### src/rtl/hbd_pkg.sv
package hbd_pkg;
   typedef enum logic [1:0] {
      LEG_OFF = 2'd0,
      LEG_HI  = 2'd1,
      LEG_LO  = 2'd2
   } leg_e;

   typedef enum logic [1:0] {
      PWR_SLEEP = 2'd0,
      PWR_WAKE  = 2'd1,
      PWR_RUN   = 2'd2
   } pwr_e;
endpackage

### src/rtl/hbd_power_fsm.sv
module hbd_power_fsm
   import hbd_pkg::*;
#(
   parameter int SLEEP_CYC = 125000,
   parameter int WAKE_CYC  = 37500
) (
   input  logic clk,
   input  logic rst_n,
   input  logic en_i,
   output pwr_e st_o
);
   localparam int MAXC  = (SLEEP_CYC > WAKE_CYC) ? SLEEP_CYC : WAKE_CYC;
   localparam int CNT_W = $clog2(MAXC + 1);

   if (SLEEP_CYC < 2) begin : g_bad_sleep
      $error("SLEEP_CYC must be at least 2");
   end
   if (WAKE_CYC < 1) begin : g_bad_wake
      $error("WAKE_CYC must be at least 1");
   end

   pwr_e             st;
   logic [CNT_W-1:0] cnt;

   always_ff @(posedge clk or negedge rst_n) begin
      if (!rst_n) begin
         st  <= PWR_SLEEP;
         cnt <= '0;
      end else begin
         unique case (st)
            PWR_RUN: begin
               if (en_i) begin
                  cnt <= '0;
               end else if (cnt == CNT_W'(SLEEP_CYC - 1)) begin
                  st  <= PWR_SLEEP;
                  cnt <= '0;
               end else begin
                  cnt <= cnt + 1'b1;
               end
            end
            PWR_WAKE: begin
               if (cnt == '0) begin
                  st <= PWR_RUN;
               end else begin
                  cnt <= cnt - 1'b1;
               end
            end
            default: begin
               if (en_i) begin
                  st  <= PWR_WAKE;
                  cnt <= CNT_W'(WAKE_CYC - 1);
               end
            end
         endcase
      end
   end

   assign st_o = st;

   // standby is entered only from running with enable low
   a_r7_sleep_entry: assert property (@(posedge clk) disable iff (!rst_n)
      (st == PWR_SLEEP && $past(st) == PWR_RUN) |-> !$past(en_i));
   // wake-up always starts from standby
   a_r8_wake_entry: assert property (@(posedge clk) disable iff (!rst_n)
      (st == PWR_WAKE && $past(st) != PWR_WAKE) |-> $past(st) == PWR_SLEEP);
   // running is reached only through the wake-up period
   a_r8_run_entry: assert property (@(posedge clk) disable iff (!rst_n)
      (st == PWR_RUN && $past(st) != PWR_RUN) |-> $past(st) == PWR_WAKE);
endmodule

### src/rtl/hbd_cmd_decode.sv
module hbd_cmd_decode
   import hbd_pkg::*;
#(
   parameter bit ZC_STICKY = 1'b1
) (
   input  logic clk,
   input  logic rst_n,
   input  pwr_e st_i,
   input  logic dir_i,
   input  logic en_i,
   input  logic slow_sel_i,
   input  logic chop_req_i,
   input  logic zero_cur_i,
   output leg_e tgt_a_o,
   output leg_e tgt_b_o
);
   logic run;
   logic fast;
   logic park;

   assign run  = (st_i == PWR_RUN);
   assign fast = run && !en_i && !slow_sel_i;

   if (ZC_STICKY) begin : g_zc_latch
      logic zc_hold;
      always_ff @(posedge clk or negedge rst_n) begin
         if (!rst_n)     zc_hold <= 1'b0;
         else if (!fast) zc_hold <= 1'b0;
         else if (zero_cur_i) zc_hold <= 1'b1;
      end
      assign park = zc_hold || zero_cur_i;
      // once latched in fast decay, the bridge stays parked
      a_r5_park_hold: assert property (@(posedge clk) disable iff (!rst_n)
         (fast && $past(fast) && $past(zero_cur_i)) |-> park);
   end else begin : g_zc_live
      assign park = zero_cur_i;
   end

   always_comb begin
      tgt_a_o = LEG_OFF;
      tgt_b_o = LEG_OFF;
      if (run) begin
         if (en_i) begin
            if (chop_req_i) begin
               tgt_a_o = LEG_LO;
               tgt_b_o = LEG_LO;
            end else begin
               tgt_a_o = dir_i ? LEG_HI : LEG_LO;
               tgt_b_o = dir_i ? LEG_LO : LEG_HI;
            end
         end else if (slow_sel_i) begin
            tgt_a_o = LEG_LO;
            tgt_b_o = LEG_LO;
         end else if (!park) begin
            tgt_a_o = dir_i ? LEG_LO : LEG_HI;
            tgt_b_o = dir_i ? LEG_HI : LEG_LO;
         end
      end
   end

   // outside running state nothing is requested
   a_r8_idle_targets: assert property (@(posedge clk) disable iff (!rst_n)
      !run |-> (tgt_a_o == LEG_OFF && tgt_b_o == LEG_OFF));
endmodule

### src/rtl/hbd_leg.sv
module hbd_leg
   import hbd_pkg::*;
#(
   parameter int DEAD_CYC = 125
) (
   input  logic clk,
   input  logic rst_n,
   input  leg_e tgt_i,
   output logic hi_o,
   output logic lo_o
);
   localparam int DW = $clog2(DEAD_CYC + 1);

   if (DEAD_CYC < 1) begin : g_bad_dead
      $error("DEAD_CYC must be at least 1");
   end

   leg_e          cur;
   logic [DW-1:0] dcnt;

   always_ff @(posedge clk or negedge rst_n) begin
      if (!rst_n) begin
         cur  <= LEG_OFF;
         dcnt <= '0;
      end else if (tgt_i == cur) begin
         if (cur == LEG_OFF && dcnt != '0) dcnt <= dcnt - 1'b1;
      end else if (cur != LEG_OFF) begin
         cur  <= LEG_OFF;
         dcnt <= DW'(DEAD_CYC - 1);
      end else if (dcnt == '0) begin
         cur <= tgt_i;
      end else begin
         dcnt <= dcnt - 1'b1;
      end
   end

   assign hi_o = (cur == LEG_HI);
   assign lo_o = (cur == LEG_LO);

   // checker state: length of the current off stretch
   logic [DW:0] off_len;
   logic        seen_on;
   always_ff @(posedge clk or negedge rst_n) begin
      if (!rst_n) begin
         off_len <= '0;
         seen_on <= 1'b0;
      end else begin
         seen_on <= seen_on || (cur != LEG_OFF);
         if (cur != LEG_OFF) off_len <= '0;
         else if (off_len < (DW + 1)'(DEAD_CYC)) off_len <= off_len + 1'b1;
      end
   end

   // a switch turns on only after a full dead time off
   a_r9_dead_gap: assert property (@(posedge clk) disable iff (!rst_n)
      (cur != LEG_OFF && $past(cur) == LEG_OFF && seen_on)
         |-> off_len >= (DW + 1)'(DEAD_CYC));
   // no direct change from one switch to the other
   a_r9_no_direct_flip: assert property (@(posedge clk) disable iff (!rst_n)
      (cur != LEG_OFF && $past(cur) != LEG_OFF) |-> cur == $past(cur));
endmodule

### src/rtl/hbridge_decay_ctrl.sv
module hbridge_decay_ctrl
   import hbd_pkg::*;
#(
   parameter int DEAD_CYC  = 125,
   parameter int SLEEP_CYC = 125000,
   parameter int WAKE_CYC  = 37500,
   parameter bit ZC_STICKY = 1'b1
) (
   input  logic clk,
   input  logic rst_n,
   input  logic dir_i,
   input  logic en_i,
   input  logic slow_sel_i,
   input  logic chop_req_i,
   input  logic zero_cur_i,
   input  logic fault_i,
   output logic gate_ah_o,
   output logic gate_al_o,
   output logic gate_bh_o,
   output logic gate_bl_o
);
   localparam int NLEG = 2;

   pwr_e st;
   leg_e tgt [NLEG];
   logic hi  [NLEG];
   logic lo  [NLEG];

   hbd_power_fsm #(
      .SLEEP_CYC (SLEEP_CYC),
      .WAKE_CYC  (WAKE_CYC)
   ) u_pwr (
      .clk   (clk),
      .rst_n (rst_n),
      .en_i  (en_i),
      .st_o  (st)
   );

   hbd_cmd_decode #(
      .ZC_STICKY (ZC_STICKY)
   ) u_dec (
      .clk        (clk),
      .rst_n      (rst_n),
      .st_i       (st),
      .dir_i      (dir_i),
      .en_i       (en_i),
      .slow_sel_i (slow_sel_i),
      .chop_req_i (chop_req_i),
      .zero_cur_i (zero_cur_i),
      .tgt_a_o    (tgt[0]),
      .tgt_b_o    (tgt[1])
   );

   for (genvar g = 0; g < NLEG; g++) begin : g_leg
      hbd_leg #(
         .DEAD_CYC (DEAD_CYC)
      ) u_leg (
         .clk   (clk),
         .rst_n (rst_n),
         .tgt_i (tgt[g]),
         .hi_o  (hi[g]),
         .lo_o  (lo[g])
      );
   end

   assign gate_ah_o = hi[0] && !fault_i;
   assign gate_al_o = lo[0] && !fault_i;
   assign gate_bh_o = hi[1] && !fault_i;
   assign gate_bl_o = lo[1] && !fault_i;

   // no leg ever has both switches on
   a_r10_leg_a: assert property (@(posedge clk) disable iff (!rst_n)
      !(gate_ah_o && gate_al_o));
   a_r10_leg_b: assert property (@(posedge clk) disable iff (!rst_n)
      !(gate_bh_o && gate_bl_o));
   // fault blanks every gate
   a_r11_fault_off: assert property (@(posedge clk) disable iff (!rst_n)
      fault_i |-> !(gate_ah_o || gate_al_o || gate_bh_o || gate_bl_o));
endmodule

### config.mk
export PLATFORM = sky130hd
export DESIGN_NAME = hbridge_decay_ctrl
export DESIGN_NICKNAME = d
export VERILOG_FILES = /design/src/rtl/hbd_pkg.sv /design/src/rtl/hbd_power_fsm.sv /design/src/rtl/hbd_cmd_decode.sv /design/src/rtl/hbd_leg.sv /design/src/rtl/hbridge_decay_ctrl.sv
export SDC_FILE = /design/constraint.sdc
export NUM_CORES = 1
export LEC_CHECK = 0
export ABC_AREA = 1
export BUFFER_PORTS_ARGS = -buffer_cell sky130_fd_sc_hd__buf_2
export CORE_ASPECT_RATIO = 1.75
export CORE_MARGIN = 10
export CORE_UTILIZATION = 35
export CTS_CLUSTER_DIAMETER = 50
export DETAILED_ROUTE_END_ITERATION = 12
export PLACE_DENSITY_LB_ADDON = 0.25
export SYNTH_ARGS = -nofsm -noshare
export SYNTH_HDL_FRONTEND = slang
export SYNTH_SLANG_ARGS = --single-unit
### constraint.sdc
create_clock -name clk -period 3.8 [get_ports clk]
set_clock_uncertainty 0.15 [all_clocks]
set_input_delay 0 -clock clk [delete_from_list [all_inputs] [get_ports clk]]
set_output_delay 0 -clock clk [all_outputs]
set_load 0.1 [all_outputs]
==> summary by stage <==
Status
The run finished with clean final reports.

Clock tree
The clock passes through at most 2 buffers. The cell at the root of the clock tree is clkbuf_16. In this run, CTS created clock tree buffers numbering 5. The H-tree depth is 2. The clock slew seen by the registers of the worst setup and hold paths is 0.06 ns. The total clock sinks is 38.

The clock tree from TritonCTS is done. In this run, post-CTS repair resized a total of 0 instances. The later-pin clock latency in the skew report is 0.28 ns.

Final layout
Of the cells placed in the final design, the portion with a size suffix greater than 1 is 9.897%. The layout has 915 filler cells. The layout overhead on the synthesized area is 9.913%.

The antenna cell count is 0. The net count reported at finish is 501. The final core area utilization is 39.79%.

Hold path
The worst hold path terminates at g_leg[1].u_leg.cur[0]. The class of the tightest hold or removal check is in -> reg. The hold-critical path depth is 5. The worst hold path begins at dir_i.

Floorplanning
After floorplanning, the core was sized to cover 8368 um2. The floorplan step defined a die boundary enclosing 12920 um2. The initial core utilization is 36.20%. The count of pins on the block boundary is 12. After floorplanning, the core was divided into 44 placement rows. Measured along the y axis, the die boundary spans 143.1 um.

The horizontal die dimension is 90.33 um.

Global routing
The total global routing track utilization is 13.39%. For met1 alone, demand over resource in global routing was 13.38%. Entering global routing, the biggest net connects 39 pins. The routing layer with the top usage in global route is met2.

In the global route stage, met2 resource usage came out at 25.50%. The first global-routing pass estimated 14.25 mm of wire. The met3 demand-to-capacity share in global routing is 2.047%. Summed over all layers, the global routing overflow is 0. The via count of the first global-routing pass is 3029. The initial antenna violation count is 0.

Yosys
After synthesis the cells add up to 3029 um2. Sorting the synthesized cells by area gives the leading types as dfrtp_1 (31%), nand2_1 (18%), nand3_1 (11%). After synthesis, the most frequently instantiated cells are nand2_1 (147), nand3_1 (69), inv_1 (59). The synthesized design contains 0 enable-type register cells. Of the post-synthesis cell area, the dominant cell type holds 31.39%.

When the netlist entered floorplanning its net count stood at 490. Of the total synthesized cell area, the portion taken by AND, OR, NAND and NOR gates is 45.11%. In the synthesized netlist the async set-or-reset flop fraction comes to 100.0%. Summing the areas of all fa, ha and maj instances in the mapped netlist gives 3.304% of the synthesized area.

In the synthesized netlist, mux cells make up 0% of the area. Averaged over all synthesized cells, the footprint is 6.391 um2. The most used flip-flop cell after synthesis is dfrtp_1.

Summing the sequential cell areas from Yosys gives 31.39% of the chip area. The largest total area in the synthesized netlist belongs to dfrtp_1. By area, the combinational part of the netlist is dominated by simple AND/OR/NAND/NOR gates. During synthesis, Yosys emitted a total of 0 warnings.

The flop and latch count out of synthesis is 38. The complex-gate fraction of the synthesized area is 8.302%. The most common cell in the synthesized netlist is nand2_1.

The xor/xnor share of the synthesized area is 1.446%. Synthesis handed over a netlist of 474 instances. The distinct cell type count after synthesis is 31.

Routing
The length of the first detailed-routing pass in iterations is 4. The routed wire length is 8.453 mm. The number of DRC markers after the initial detailed-route iteration is 133. For this run, design rule violations remaining after detail routing come to 0.

After detailed routing, the number of vias per cell comes to 5.058. The average wire length per cell after detail routing is 14.09 um. The detail route stage leaves a number of antenna-violating nets equal to 0. The via count of the routed design is 3035.

Critical path
The required time reported for the critical path endpoint is 3.86 ns. The worst reg2reg path depth is 8. In this run the worst path has a maximum fanout of 20. The type of origin of the critical path is a flop. For flop-to-flop paths, the worst setup slack is 1.23 ns. For the worst setup path, the data arrival time is 2.63 ns. The endpoint identified for the worst register-to-register timing path is u_pwr.cnt[16].

The worst setup path is captured at a flop. In this run the critical register-to-register path is launched from u_pwr.st_o[1]. The setup path with the least slack is of type reg -> reg.

STA
Of the available clock period, the critical path in the final layout requires 67.70%. The maximum achievable frequency is 388.7 MHz. The number of failing hold endpoints at the final stage is 0. The count of final max-slew check failures came to 0.

The slew at the pin closest to its max-slew limit is 0.8991 ns. Setup repair after global routing left no endpoint under its margin. The routed design could run at a clock period as short as 2.572 ns.

Setup violations remaining at the end of the flow were counted as 0. In the final timing run, aggregate negative setup slack is 0 ns. The tightest slew margin relative to the limit is 40.06%.

Placement
The detailed placer's ending HPWL is 6.340 mm. At the end of routability-driven placement, the weighted congestion stood at 0.9072. The number of input and output port buffers inserted is 11.

Power
The static leakage is 1.637 nW. The largest voltage drop on the vdd net is 214.0 uV. Power spread over the standard cell area amounts to 522.9 nW/um2.

Job
The number of max-capacitance violations reported is 0.
## logic make-up (layout without fill, tap and decap cells)
family / count (synthesis) / count (layout)
AOI/OAI and AO/OA: 44 / 44
xor gates and xnor gates: 5 / 5
adders and majority gates: 8 / 8
buffers and inverters: 75 / 86
DFF: 38 / 38
and+or+nand+nor: 304 / 304
## area by class of cell
class / instances / area, um2 / area share [%]
Sequential cell: 38 / 950.9 / 28.56
Inverter: 64 / 242.7 / 7.291
Multi-Input combinational cell: 361 / 1762 / 52.91
Timing Repair Buffer: 15 / 95.09 / 2.856
Tap cell: 115 / 143.9 / 4.322
Clock buffer: 5 / 125.1 / 3.758
Clock inverter: 2 / 10.01 / 0.3006
## where the power goes
| part | switching [mW] | total (mW) | internal, mW |
|---|---|---|---|
| registers | 0.119 | 0.589 | 0.469 |
| clock network | 0.165 | 0.402 | 0.237 |
| logic | 0.527 | 0.751 | 0.224 |
| total | 0.811 | 1.74 | 0.930 |
## state kept, by name, summed over array words and instances, names as in the netlist
name                      count
g_leg.u_leg.cur               4
u_pwr.cnt                    17
u_dec.g_zc_latch.zc_hold      1
g_leg.u_leg.dcnt             14
u_pwr.st_o                    2
## routing by layer
| metal | wire length (um) | vias to the layer above |
|---|---|---|
| met1 | 3281 | 1396 |
| met4 | 393 | 0 |
| met3 | 263 | 25 |
| met5 | 0 | - |
| li1 | - | 1545 |
| met2 | 4514 | 69 |
## cells in the final DEF, fill, tap and decap left out, drive strengths merged, types with 6 or more instances in the layout
cell and count:
buf 11, dfrtp 38, ha 8, inv 64, nand2 151, nand3 70
nand4 12, nor2 62, nor3 6, o21ai 34
## stage by stage
| step | setup slack (ns) | cell area [um2] | total power [mW] | std cells | hold slack (ns) |
|---|---|---|---|---|---|
| final | 1.228 | 3329 | 1.741 | 600 | 0.02575 |
| after global routing | 1.053 | 3329 | 1.882 | 600 | 0.06676 |
| after CTS | 1.241 | 3329 | 1.754 | 600 | 0.01624 |
| after detailed placement | 1.265 | 3154 | 1.338 | 589 | 0.04736 |
| after global placement | 1.326 | 3154 | 1.336 | 589 | 0.05400 |
| after floorplan | 1.184 | 3029 | 1.132 | 474 | -0.4456 |
## worst max path at each step
stage,from,end,cells past startpoint
after detailed placement,u_pwr.st_o[1],u_pwr.cnt[2],8
final,u_pwr.st_o[1],u_pwr.cnt[16],8
after global routing,u_pwr.st_o[1],u_pwr.cnt[8],8
after floorplan,g_leg[0].u_leg.cur[0],gate_al_o,1
after global placement,u_pwr.st_o[1],u_pwr.cnt[8],8
after CTS,u_pwr.st_o[1],u_pwr.cnt[8],8
## critical path, cell delays in order (launching register included)
cell and delay [ns]:
dfrtp_1 0.39, inv_1 0.06, ha_1 0.73, inv_1 0.26, nand3_1 0.25, nand3_1 0.21, inv_2 0.26, nand2_1 0.09
o21ai_1 0.08
## timing repair
action,4_1_cts,5_1_grt
hold buffers,4,0
setup buffers,0,0
setup endpoints to repair,0,0
hold endpoints to repair,40,0
(Power assumes the default switching activity.)
